**src/rtl/sdram_guard_pkg.sv**
```systemverilog
`timescale 1ns/1ps
package sdram_guard_pkg;

    typedef enum logic [2:0] {
        OP_NOP   = 3'd0,
        OP_ACT   = 3'd1,
        OP_READ  = 3'd2,
        OP_WRITE = 3'd3,
        OP_PRE   = 3'd4,
        OP_OTHER = 3'd5
    } op_e;

    typedef enum logic [2:0] {
        VC_NONE      = 3'd0,
        VC_ACT_OPEN  = 3'd1,
        VC_ACT_EARLY = 3'd2,
        VC_COL_IDLE  = 3'd3,
        VC_COL_EARLY = 3'd4,
        VC_PRE_EARLY = 3'd5,
        VC_OVERRUN   = 3'd6
    } vcode_e;

    localparam int NUM_VC = 6;

    typedef struct packed {
        op_e  op;
        logic all_banks;
    } cmd_t;

    function automatic cmd_t decode_pins(input logic cs_n, input logic ras_n,
                                         input logic cas_n, input logic we_n,
                                         input logic a10);
        cmd_t c;
        c.op        = OP_NOP;
        c.all_banks = 1'b0;
        if (!cs_n) begin
            case ({ras_n, cas_n, we_n})
                3'b011:  c.op = OP_ACT;
                3'b101:  c.op = OP_READ;
                3'b100:  c.op = OP_WRITE;
                3'b010: begin
                    c.op        = OP_PRE;
                    c.all_banks = a10;
                end
                3'b111:  c.op = OP_NOP;
                default: c.op = OP_OTHER;
            endcase
        end
        return c;
    endfunction

    // Lowest-numbered hit wins; bit i of hits stands for code i+1.
    function automatic vcode_e pick_code(input logic [NUM_VC-1:0] hits);
        vcode_e r;
        r = VC_NONE;
        for (int i = NUM_VC - 1; i >= 0; i--) begin
            if (hits[i]) r = vcode_e'(3'(i + 1));
        end
        return r;
    endfunction

endpackage

```
**src/rtl/sdram_cmd_decode.sv**
```systemverilog
`timescale 1ns/1ps
module sdram_cmd_decode
    import sdram_guard_pkg::*;
#(
    parameter  int NB  = 4,
    localparam int BAW = $clog2(NB)
) (
    input  logic           cs_n,
    input  logic           ras_n,
    input  logic           cas_n,
    input  logic           we_n,
    input  logic           a10,
    input  logic [BAW-1:0] ba,
    output cmd_t           cmd_o,
    output logic [NB-1:0]  act_sel_o,
    output logic [NB-1:0]  pre_sel_o,
    output logic [NB-1:0]  col_sel_o
);
    logic [NB-1:0] bank_oh;

    always_comb begin
        cmd_o       = decode_pins(cs_n, ras_n, cas_n, we_n, a10);
        bank_oh     = '0;
        bank_oh[ba] = 1'b1;
        act_sel_o   = (cmd_o.op == OP_ACT) ? bank_oh : '0;
        col_sel_o   = (cmd_o.op == OP_READ || cmd_o.op == OP_WRITE) ? bank_oh : '0;
        if (cmd_o.op == OP_PRE)
            pre_sel_o = cmd_o.all_banks ? '1 : bank_oh;
        else
            pre_sel_o = '0;
    end
endmodule

```
**src/rtl/sdram_bank_timer.sv**
```systemverilog
`timescale 1ns/1ps
module sdram_bank_timer #(
    parameter int TW = 8
) (
    input  logic          clk,
    input  logic          rst,
    input  logic          act_i,
    input  logic          pre_i,
    input  logic [TW-1:0] t_rcd,
    input  logic [TW-1:0] t_ras_min,
    input  logic [TW-1:0] t_ras_max,
    input  logic [TW-1:0] t_rp,
    output logic          open_o,
    output logic          col_ok_o,
    output logic          pre_ok_o,
    output logic          rp_ok_o,
    output logic          overrun_o
);
    localparam logic [TW-1:0] SAT = '1;
    localparam logic [TW-1:0] ONE = TW'(1);

    logic [TW-1:0] act_age;
    logic [TW-1:0] rp_age;

    always_ff @(posedge clk) begin
        if (rst) begin
            open_o  <= 1'b0;
            act_age <= SAT;
            rp_age  <= SAT;
        end else begin
            if (act_i) begin
                open_o  <= 1'b1;
                act_age <= ONE;
            end else begin
                if (pre_i) open_o <= 1'b0;
                if (act_age != SAT) act_age <= act_age + ONE;
            end
            if (pre_i)              rp_age <= ONE;
            else if (rp_age != SAT) rp_age <= rp_age + ONE;
        end
    end

    always_comb begin
        col_ok_o  = open_o && (act_age >= t_rcd);
        pre_ok_o  = act_age >= t_ras_min;
        rp_ok_o   = rp_age >= t_rp;
        overrun_o = open_o && (act_age > t_ras_max);
    end

    AST_OPEN_AFTER_ACT: assert property (@(posedge clk) disable iff (rst)
        act_i |=> open_o) else $error("open after activate");
    AST_COL_WAITS: assert property (@(posedge clk) disable iff (rst)
        act_i && (t_rcd > ONE) |=> !col_ok_o) else $error("column too soon");
    AST_PRE_CLOSES: assert property (@(posedge clk) disable iff (rst)
        pre_i |=> !open_o) else $error("precharge did not close");
    AST_RECOVERY_WAIT: assert property (@(posedge clk) disable iff (rst)
        pre_i && (t_rp > ONE) |=> !rp_ok_o) else $error("recovery skipped");
endmodule

```
**src/rtl/sdram_rrd_timer.sv**
```systemverilog
`timescale 1ns/1ps
module sdram_rrd_timer #(
    parameter int TW = 8
) (
    input  logic          clk,
    input  logic          rst,
    input  logic          act_any_i,
    input  logic [TW-1:0] t_rrd,
    output logic          ok_o
);
    localparam logic [TW-1:0] SAT = '1;
    localparam logic [TW-1:0] ONE = TW'(1);

    logic [TW-1:0] age;

    always_ff @(posedge clk) begin
        if (rst)              age <= SAT;
        else if (act_any_i)   age <= ONE;
        else if (age != SAT)  age <= age + ONE;
    end

    assign ok_o = age >= t_rrd;

    AST_RRD_SPACING: assert property (@(posedge clk) disable iff (rst)
        act_any_i && (t_rrd > ONE) |=> !ok_o) else $error("bank spacing skipped");
endmodule

```
**src/rtl/sdram_viol_latch.sv**
```systemverilog
`timescale 1ns/1ps
module sdram_viol_latch
    import sdram_guard_pkg::*;
(
    input  logic              clk,
    input  logic              rst,
    input  logic [NUM_VC-1:0] hits_i,
    output logic              violation_o,
    output vcode_e            code_o
);
    always_ff @(posedge clk) begin
        if (rst) begin
            violation_o <= 1'b0;
            code_o      <= VC_NONE;
        end else if (!violation_o && (|hits_i)) begin
            violation_o <= 1'b1;
            code_o      <= pick_code(hits_i);
        end
    end

    AST_STICKY: assert property (@(posedge clk) disable iff (rst)
        violation_o |=> violation_o && $stable(code_o)) else $error("flag not sticky");
    AST_FLAG_ON_HIT: assert property (@(posedge clk) disable iff (rst)
        (|hits_i) |=> violation_o) else $error("hit not latched");
    AST_CODE_SET: assert property (@(posedge clk) disable iff (rst)
        violation_o |-> code_o != VC_NONE) else $error("empty code");
endmodule

```
**src/rtl/sdram_bank_guard.sv**
```systemverilog
`timescale 1ns/1ps
module sdram_bank_guard
    import sdram_guard_pkg::*;
#(
    parameter  int NB  = 4,
    parameter  int TW  = 8,
    localparam int BAW = $clog2(NB)
) (
    input  logic           clk,
    input  logic           rst,
    input  logic           cs_n,
    input  logic           ras_n,
    input  logic           cas_n,
    input  logic           we_n,
    input  logic [BAW-1:0] ba,
    input  logic           a10,
    input  logic [TW-1:0]  t_rcd,
    input  logic [TW-1:0]  t_rrd,
    input  logic [TW-1:0]  t_ras_min,
    input  logic [TW-1:0]  t_ras_max,
    input  logic [TW-1:0]  t_rp,
    output logic [NB-1:0]  col_ready,
    output logic [NB-1:0]  act_ready,
    output logic           violation,
    output logic [2:0]     viol_code
);
    cmd_t              cmd;
    logic [NB-1:0]     act_sel, pre_sel, col_sel;
    logic [NB-1:0]     act_hit, pre_hit;
    logic [NB-1:0]     open_v, col_ok_v, pre_ok_v, rp_ok_v, over_v;
    logic              rrd_ok;
    logic              is_act, is_col, is_pre;
    logic [NUM_VC-1:0] hits;
    vcode_e            code;

    sdram_cmd_decode #(.NB(NB)) u_dec (
        .cs_n(cs_n), .ras_n(ras_n), .cas_n(cas_n), .we_n(we_n), .a10(a10),
        .ba(ba), .cmd_o(cmd), .act_sel_o(act_sel), .pre_sel_o(pre_sel),
        .col_sel_o(col_sel)
    );

    assign act_hit = act_sel & ~open_v;
    assign pre_hit = pre_sel & open_v;

    for (genvar b = 0; b < NB; b++) begin : g_bank
        sdram_bank_timer #(.TW(TW)) u_bank (
            .clk(clk), .rst(rst), .act_i(act_hit[b]), .pre_i(pre_hit[b]),
            .t_rcd(t_rcd), .t_ras_min(t_ras_min), .t_ras_max(t_ras_max),
            .t_rp(t_rp), .open_o(open_v[b]), .col_ok_o(col_ok_v[b]),
            .pre_ok_o(pre_ok_v[b]), .rp_ok_o(rp_ok_v[b]), .overrun_o(over_v[b])
        );
    end

    sdram_rrd_timer #(.TW(TW)) u_rrd (
        .clk(clk), .rst(rst), .act_any_i(|act_hit), .t_rrd(t_rrd), .ok_o(rrd_ok)
    );

    always_comb begin
        is_act  = cmd.op == OP_ACT;
        is_col  = |col_sel;
        is_pre  = cmd.op == OP_PRE;
        hits[0] = is_act && open_v[ba];                                  // code 1
        hits[1] = is_act && (!rrd_ok || !rp_ok_v[ba]);                   // code 2
        hits[2] = is_col && !open_v[ba];                                 // code 3
        hits[3] = is_col && open_v[ba] && !col_ok_v[ba];                 // code 4
        hits[4] = is_pre && (|(pre_sel & open_v & ~pre_ok_v));           // code 5
        hits[5] = |over_v;                                               // code 6
    end

    sdram_viol_latch u_latch (
        .clk(clk), .rst(rst), .hits_i(hits), .violation_o(violation), .code_o(code)
    );

    assign viol_code = code;
    assign col_ready = col_ok_v;
    assign act_ready = ~open_v & rp_ok_v & {NB{rrd_ok}};

    AST_RESET_IDLE: assert property (@(posedge clk)
        rst |=> (open_v == '0) && !violation && (viol_code == 3'd0)) else $error("reset state");
    AST_IDLE_COLUMN: assert property (@(posedge clk) disable iff (rst)
        is_col && !open_v[ba] |=> violation) else $error("idle column missed");
    AST_REOPEN: assert property (@(posedge clk) disable iff (rst)
        is_act && open_v[ba] |=> violation && $stable(open_v)) else $error("reopen missed");
    AST_OVERRUN: assert property (@(posedge clk) disable iff (rst)
        (|over_v) |=> violation) else $error("overrun missed");
    AST_QUIET_HOLDS: assert property (@(posedge clk) disable iff (rst)
        (cmd.op == OP_NOP || cmd.op == OP_OTHER) |=> $stable(open_v)) else $error("state moved");
endmodule

```
**config.mk**
```make
export PLATFORM = sky130hd
export DESIGN_NAME = sdram_bank_guard
export DESIGN_NICKNAME = d
export VERILOG_FILES = /design/src/rtl/sdram_guard_pkg.sv /design/src/rtl/sdram_cmd_decode.sv /design/src/rtl/sdram_bank_timer.sv /design/src/rtl/sdram_rrd_timer.sv /design/src/rtl/sdram_viol_latch.sv /design/src/rtl/sdram_bank_guard.sv
export SDC_FILE = /design/constraint.sdc
export NUM_CORES = 1
export LEC_CHECK = 0
export BUFFER_PORTS_ARGS = -buffer_cell sky130_fd_sc_hd__buf_4
export CORE_MARGIN = 5
export CORE_UTILIZATION = 61
export CTS_CLUSTER_SIZE = 8
export DETAILED_ROUTE_END_ITERATION = 10
export GPL_TIMING_DRIVEN = 0
export PLACE_DENSITY = 0.92
export SLEW_MARGIN = 20
export SYNTH_ARGS = -nofsm -noshare
export SYNTH_HDL_FRONTEND = slang
export SYNTH_SLANG_ARGS = --single-unit
```
**constraint.sdc**
```tcl
create_clock -name clk -period 2.8 [get_ports clk]
set_input_delay 0.56 -clock clk [delete_from_list [all_inputs] [get_ports clk]]
set_output_delay 0.56 -clock clk [all_outputs]
set_load 0.05 [all_outputs]
```
# ---- After elaboration in Yosys (flattened, before gate mapping)
# Index checks and enable logic that the tools add are counted.
dict set report totals {
  register_bits 80
  input_bits 49
  wordCells 174
  out_inout_bits 12
}
dict set report classes {
  eq_ne 18
  n_bitwise 7
  order_cmp 19
  addsub 9
  reduce_logical 50
  mux 47
}
# operator n
set ops {}
lappend ops {{8-bit 2-to-1 mux} 18}
lappend ops {{8-bit greater-or-equal comparator} 13}
lappend ops {{8-bit by 1-bit adder with 8-bit output, second input constant} 9}
lappend ops {{8-bit != test, second input constant} 9}
lappend ops {{8-bit greater-than comparator} 4}
lappend ops {{2-bit nonzero test} 13}
lappend ops {{4-bit bitwise AND} 5}
lappend ops {{4-bit 2-to-1 mux} 5}
lappend ops {{3-bit 2-to-1 mux} 6}
lappend ops {{1-bit logical AND} 16}
lappend ops {{2-bit OR reduction} 8}
lappend ops {{4-bit OR reduction} 4}
lappend ops {{3-bit one-hot mux with 5 select lines} 1}
lappend ops {{1-bit 2-to-1 mux} 13}
lappend ops {{3-bit by 2-bit equality test with 1-bit output, second input constant} 4}
lappend ops {{3-bit equality test, second input constant} 4}
lappend ops {{9-bit OR reduction} 1}
lappend ops {{4-bit NOT} 2}
lappend ops {{1-bit binary-select mux with 2-bit select} 3}
lappend ops {{1-bit zero test} 5}
lappend ops {{5-bit OR reduction} 1}
lappend ops {{3-bit by 1-bit equality test with 1-bit output, second input constant} 1}
lappend ops {{2-bit by 3-bit < comparator with 1-bit output, second input constant} 1}
lappend ops {{1-bit demux with 2-bit select} 1}
lappend ops {{2 further kinds} 3}

# ---- Logic depth before layout (Yosys ltp)
dict set report depth {
  word_depth 15
  depth_mapped 9
  depth_no_buf 9
}

# ---- By module
# From an unflattened synthesis, not the netlist that was laid out.
dict set report unflattened {
  hier_cells 934
  hier_area_um2 7608.5
}
# module instances area_each_um2 cells_per_inst seq_area_each_um2
set modules_own_cells {}
lappend modules_own_cells {sdram_bank_timer 4 1586.5 193 340.3}
lappend modules_own_cells {sdram_rrd_timer 1 610.6 70 160.2}
lappend modules_own_cells {sdram_bank_guard 1 281.5 43 0.0}
lappend modules_own_cells {sdram_viol_latch 1 205.2 23 80.1}
lappend modules_own_cells {sdram_cmd_decode 1 165.2 26 0.0}

# ---- Worst setup path after synthesis
# No wires, ideal clock.
dict set report synth_timing {
  path_kind {in2out}
  from {input t_rrd[2]}
  to {output act_ready[0]}
  path_stages 7
  path_buffers 0
  arrival_ns 2.518
  slack_ns -0.278
  t_required_ns 2.240
  path_cell_list {inv_1 ha_1 nand2_1 o21ai_0 nand4_1 and3_1 a211oi_1}
}
dict set report synth_between {
  elab_chain_len 2
}
# item line_no
set synth_rtl {}
lappend synth_rtl {{start: declaration} sdram_bank_guard.sv:18} ;# input logic [TW-1:0] t_rrd,
lappend synth_rtl {{8-bit greater-or-equal comparator} sdram_rrd_timer.sv:22} ;# assign ok_o = age >= t_rrd;
lappend synth_rtl {{4-bit bitwise AND} sdram_bank_guard.sv:76} ;# assign act_ready = ~open_v & rp_ok_v & {NB{rrd_ok}};
lappend synth_rtl {{end: declaration} sdram_bank_guard.sv:23} ;# output logic [NB-1:0] act_ready,
# No other way between the ends.

# ---- Worst setup path in the final report
dict set report layout_timing {
  from {input t_rcd[5]}
  to {output col_ready[2]}
}
dict set report layout_between {
  elab_chain_len 2
}
# item line_no
set layout_rtl {}
lappend layout_rtl {{start: declaration} sdram_bank_guard.sv:17} ;# input logic [TW-1:0] t_rcd,
lappend layout_rtl {{8-bit greater-or-equal comparator} sdram_bank_timer.sv:44} ;# col_ok_o = open_o && (act_age >= t_rcd);
lappend layout_rtl {{1-bit logical AND} sdram_bank_timer.sv:44}
lappend layout_rtl {{end: declaration} sdram_bank_guard.sv:22} ;# output logic [NB-1:0] col_ready,
# No other way between the ends.

==> qor.yml <==
global_routing:
  grt_pass1_wl_mm: 31.5
  antenna_found_initial: 0
  gr-usage-all-layers: 0.294
  grt_max_degree: 14
  overflow: 0
  grt_pass1_vias: 6489
setup_path:
  critical_path_class: "in2out"
  r2r-end: "u_latch.code_o[1]$_SDFFE_PP0P_"
  path_buf_inv: 4
  reg2reg_slack_ps: 150
  cp_slowest_cell: "ha_1"
  critPathLaunchType: "input port"
  critPathArrivalTime_ps: 2230
  cp-end-kind: "output port"
  crit_required_ps: 2240
  r2r-start: "g_bank[3].u_bank.act_age[5]$_SDFFE_PP1P_"
  worstPathCellList: "buf_4, clkinvlp_4, ha_1, and3_1, a221oi_1, o22ai_2, buf_4, buf_4"
  reg2reg_depth: 8
  path_delay_family: "buffers and inverters"
  cp_slowest_stage_delay_ps: 340
  crit_fanout: 4
  path_common_cell: "buf_4"
drt:
  drt_iter0_drc: 693
  ant_nets: 0
  via_per_inst: 6.65
  wirelength_mm: 20.5
  first_pass_iters: 9
  dr_total_vias: 6844
  wl_per_cell_um: 19.9
  drcViolationCount: 1
layout:
  layout-drive-gt1-share: 0.157
  n_antenna_cell: 0
  final_util: 0.742
  num-fill-cells: 740
  syn_to_final_growth_pct: 17.8
  final-seq-area_mm2: 0.00161
  layout.nets: 1078
  design_area_mm2: 0.00812
  stdcell_count: 1029
  multi_input_area_mm2: 0.00517
clock_tree:
  postCtsHoldBufs: 0
  htree_levels: 3
  root_buffer: "clkbuf_16"
  clk_pin_slew_ps: 60
  clock_latency_ps: 350
  cts_num_sinks: 80
  cts_max_path_buffers: 2
  cts_tree: "built"
  cts_buffers: 9
flow_run:
  maxCapViolCount: 0
yosys:
  synth_edf_count: 0
  synth_compound_area_frac: 0.202
  syn_nets: 999
  synth_common_cells: "ha_1 (145), o21ai_0 (102), dfxtp_1 (80)"
  synth-seq-cells: 80
  synth_adder_area_share: 0.263
  yosysUniqueCellTypes: 70
  netlist_instances: 805
  yosysSeqAreaShare: 0.233
  synth_top_family_by_area: "adder cells"
  post_synth.cell_area_avg_um2: 8.56
  synth.cell_area_mm2: 0.00689
  synth-async-reset-ratio: 0
  synth_top_area_frac: 0.263
  ys_warn_count: 0
  synth_top_cells_by_area: "ha_1 (26%), dfxtp_1 (23%), o21ai_0 (7.4%), nand3_1 (3.7%), inv_1 (3.4%)"
  dominantRegCellSynth: "dfxtp_1"
  yosysMostFrequentCell: "ha_1"
  synth_mux_area_frac: 0.0238
  synthXorXnorAreaFrac: 0.0458
  yosysTopAreaCell: "ha_1"
  synthSimpleGateAreaFrac: 0.183
power:
  peakVddDrop_mv: 0.597
  power.density_mw_per_mm2: 918
  cellLeakagePower_nw: 3.72
  p_total_mw: 7.45
min_path:
  whs_path_depth: 2
  holdPathEnd: "u_latch.code_o[0]$_SDFFE_PP0P_"
  hold_class: "reg2reg"
  hp-start: "u_latch.code_o[0]$_SDFFE_PP0P_"
status:
  violations: "DRC"
  status: "complete, but fails checks"
floorplanning:
  core_area_mm2: 0.0109
  die-height_um: 116
  die-area_mm2: 0.0135
  initial_utilization: 0.630
  io_pins: 61
  num_rows: 38
  die_x_um: 116
placed_design:
  hpwl_mm: 14.3
  placed_cells: 1005
  place_area_mm2: 0.00753
  port-buffer-count: 60
  gp_congestion: 0.981
timing:
  slew_viol_final: 0
  hold_violations: 0
  finalSetupTns_ps: 0
  skew_ps: 7.11
  worst_pin_slew_ps: 882
  max_freq_mhz: 358
  min_period_ps: 2790
  relSlewSlack: 0.407
  fin_crit_sh: 0.997
  setup_violations: 0
what timing repair did:
action                     4_1_cts  5_1_grt
setup endpoints to repair        3        8
resized for setup               12       28
buffers inserted                 7        3
pin swaps                        2       16
through the flow:
stage | worst slack [ps] | hold slack [ps]
final | 7.80 | 503
after global routing | -13.6 | 507
after CTS | -17.8 | 493
after detailed placement | -162 | 484
after global placement | -141 | 471
after floorplan | 161 | 530
logic make-up (layout without fill, tap and decap cells):
kind of cell,Yosys count,count (layout)
AND/OR/NAND/NOR,228,228
AO/OA/AOI/OAI,219,219
adder cells (fa/ha/maj),145,145
buffers and inverters,82,166
flip-flops,80,80
XOR/XNOR,36,36
multiplexers,15,15
area by class of cell:
type / count / area share
Timing Repair Buffer: 68 / 0.0648
Multi-Input combinational cell: 643 / 0.637
Tap cell: 140 / 0.0216
Buffer: 20 / 0.0133
Clock buffer: 13 / 0.0321
Clock inverter: 3 / 0.00308
Sequential cell: 80 / 0.198
Inverter: 62 / 0.0301
metal layers:
metal | global-route usage | vias up | routed length (µm)
met3 | 0.0741 | 104 | 2040
met2 | 0.483 | 403 | 9430
li1 | - | 3200 | -
met5 | 0 | - | 0
met1 | 0.359 | 3137 | 7950
met4 | 0.145 | 0 | 1050
tightest hold or removal path: cells and delay by family (launching register included):
family	cells	cell delay, ps
buf+inv	1	60
compound gates	1	60
flops	1	340
worst max-delay path by stage:
stage | to | startpoint | slack, ps | depth (start not counted)
2_1_floorplan | act_ready[3] | t_rp[6] | 160 | 7
3_3_place_gp | u_latch.code_o[1]$_SDFFE_PP0P_ | t_rcd[5] | -140 | 10
3_5_place_dp | u_latch.code_o[1]$_SDFFE_PP0P_ | t_rcd[7] | -160 | 10
4_1_cts | col_ready[3] | t_rcd[7] | -20 | 8
5_1_grt | col_ready[1] | g_bank[1].u_bank.act_age[0]$_SDFFE_PP1N_ | -10 | 8
6_report | col_ready[2] | t_rcd[5] | 8 | 8
sequential cells by signal (all words and copies together) (netlist names):
name	flops
g_bank.u_bank.rp_age	32
u_latch.code_o	3
g_bank.u_bank.open_o	4
u_latch.violation_o	1
g_bank.u_bank.act_age	32
u_rrd.age	8
cells in the final DEF, fill, tap and decap left out, types with 7 or more instances in the layout:
| cell type | instances |
|---|---|
| and3_1 | 17 |
| ha_1 | 138 |
| nand2_1 | 29 |
| mux2i_1 | 13 |
| xor2_1 | 21 |
| buf_4 | 68 |
| o211ai_1 | 7 |
| or3_1 | 8 |
| nor3_1 | 8 |
| nor2b_1 | 9 |
| nand4_1 | 25 |
| clkbuf_16 | 9 |
| a21o_1 | 9 |
| a31oi_1 | 8 |
| a211oi_1 | 17 |
| a21oi_1 | 22 |
| dfxtp_1 | 77 |
| ha_4 | 7 |
| o21ai_0 | 101 |
| nand3_1 | 50 |
| clkbuf_1 | 11 |
| xnor2_1 | 15 |
| inv_1 | 58 |
| nor2_1 | 43 |
power breakdown:
part / leakage (nW) / internal (mW) / switching [mW]
sequential: 0.662 / 1.56 / 0.622
combinational: 2.92 / 1.85 / 2.27
clock: 0.136 / 0.655 / 0.494
total: 3.72 / 4.07 / 3.38
(Power assumes the default switching activity.)
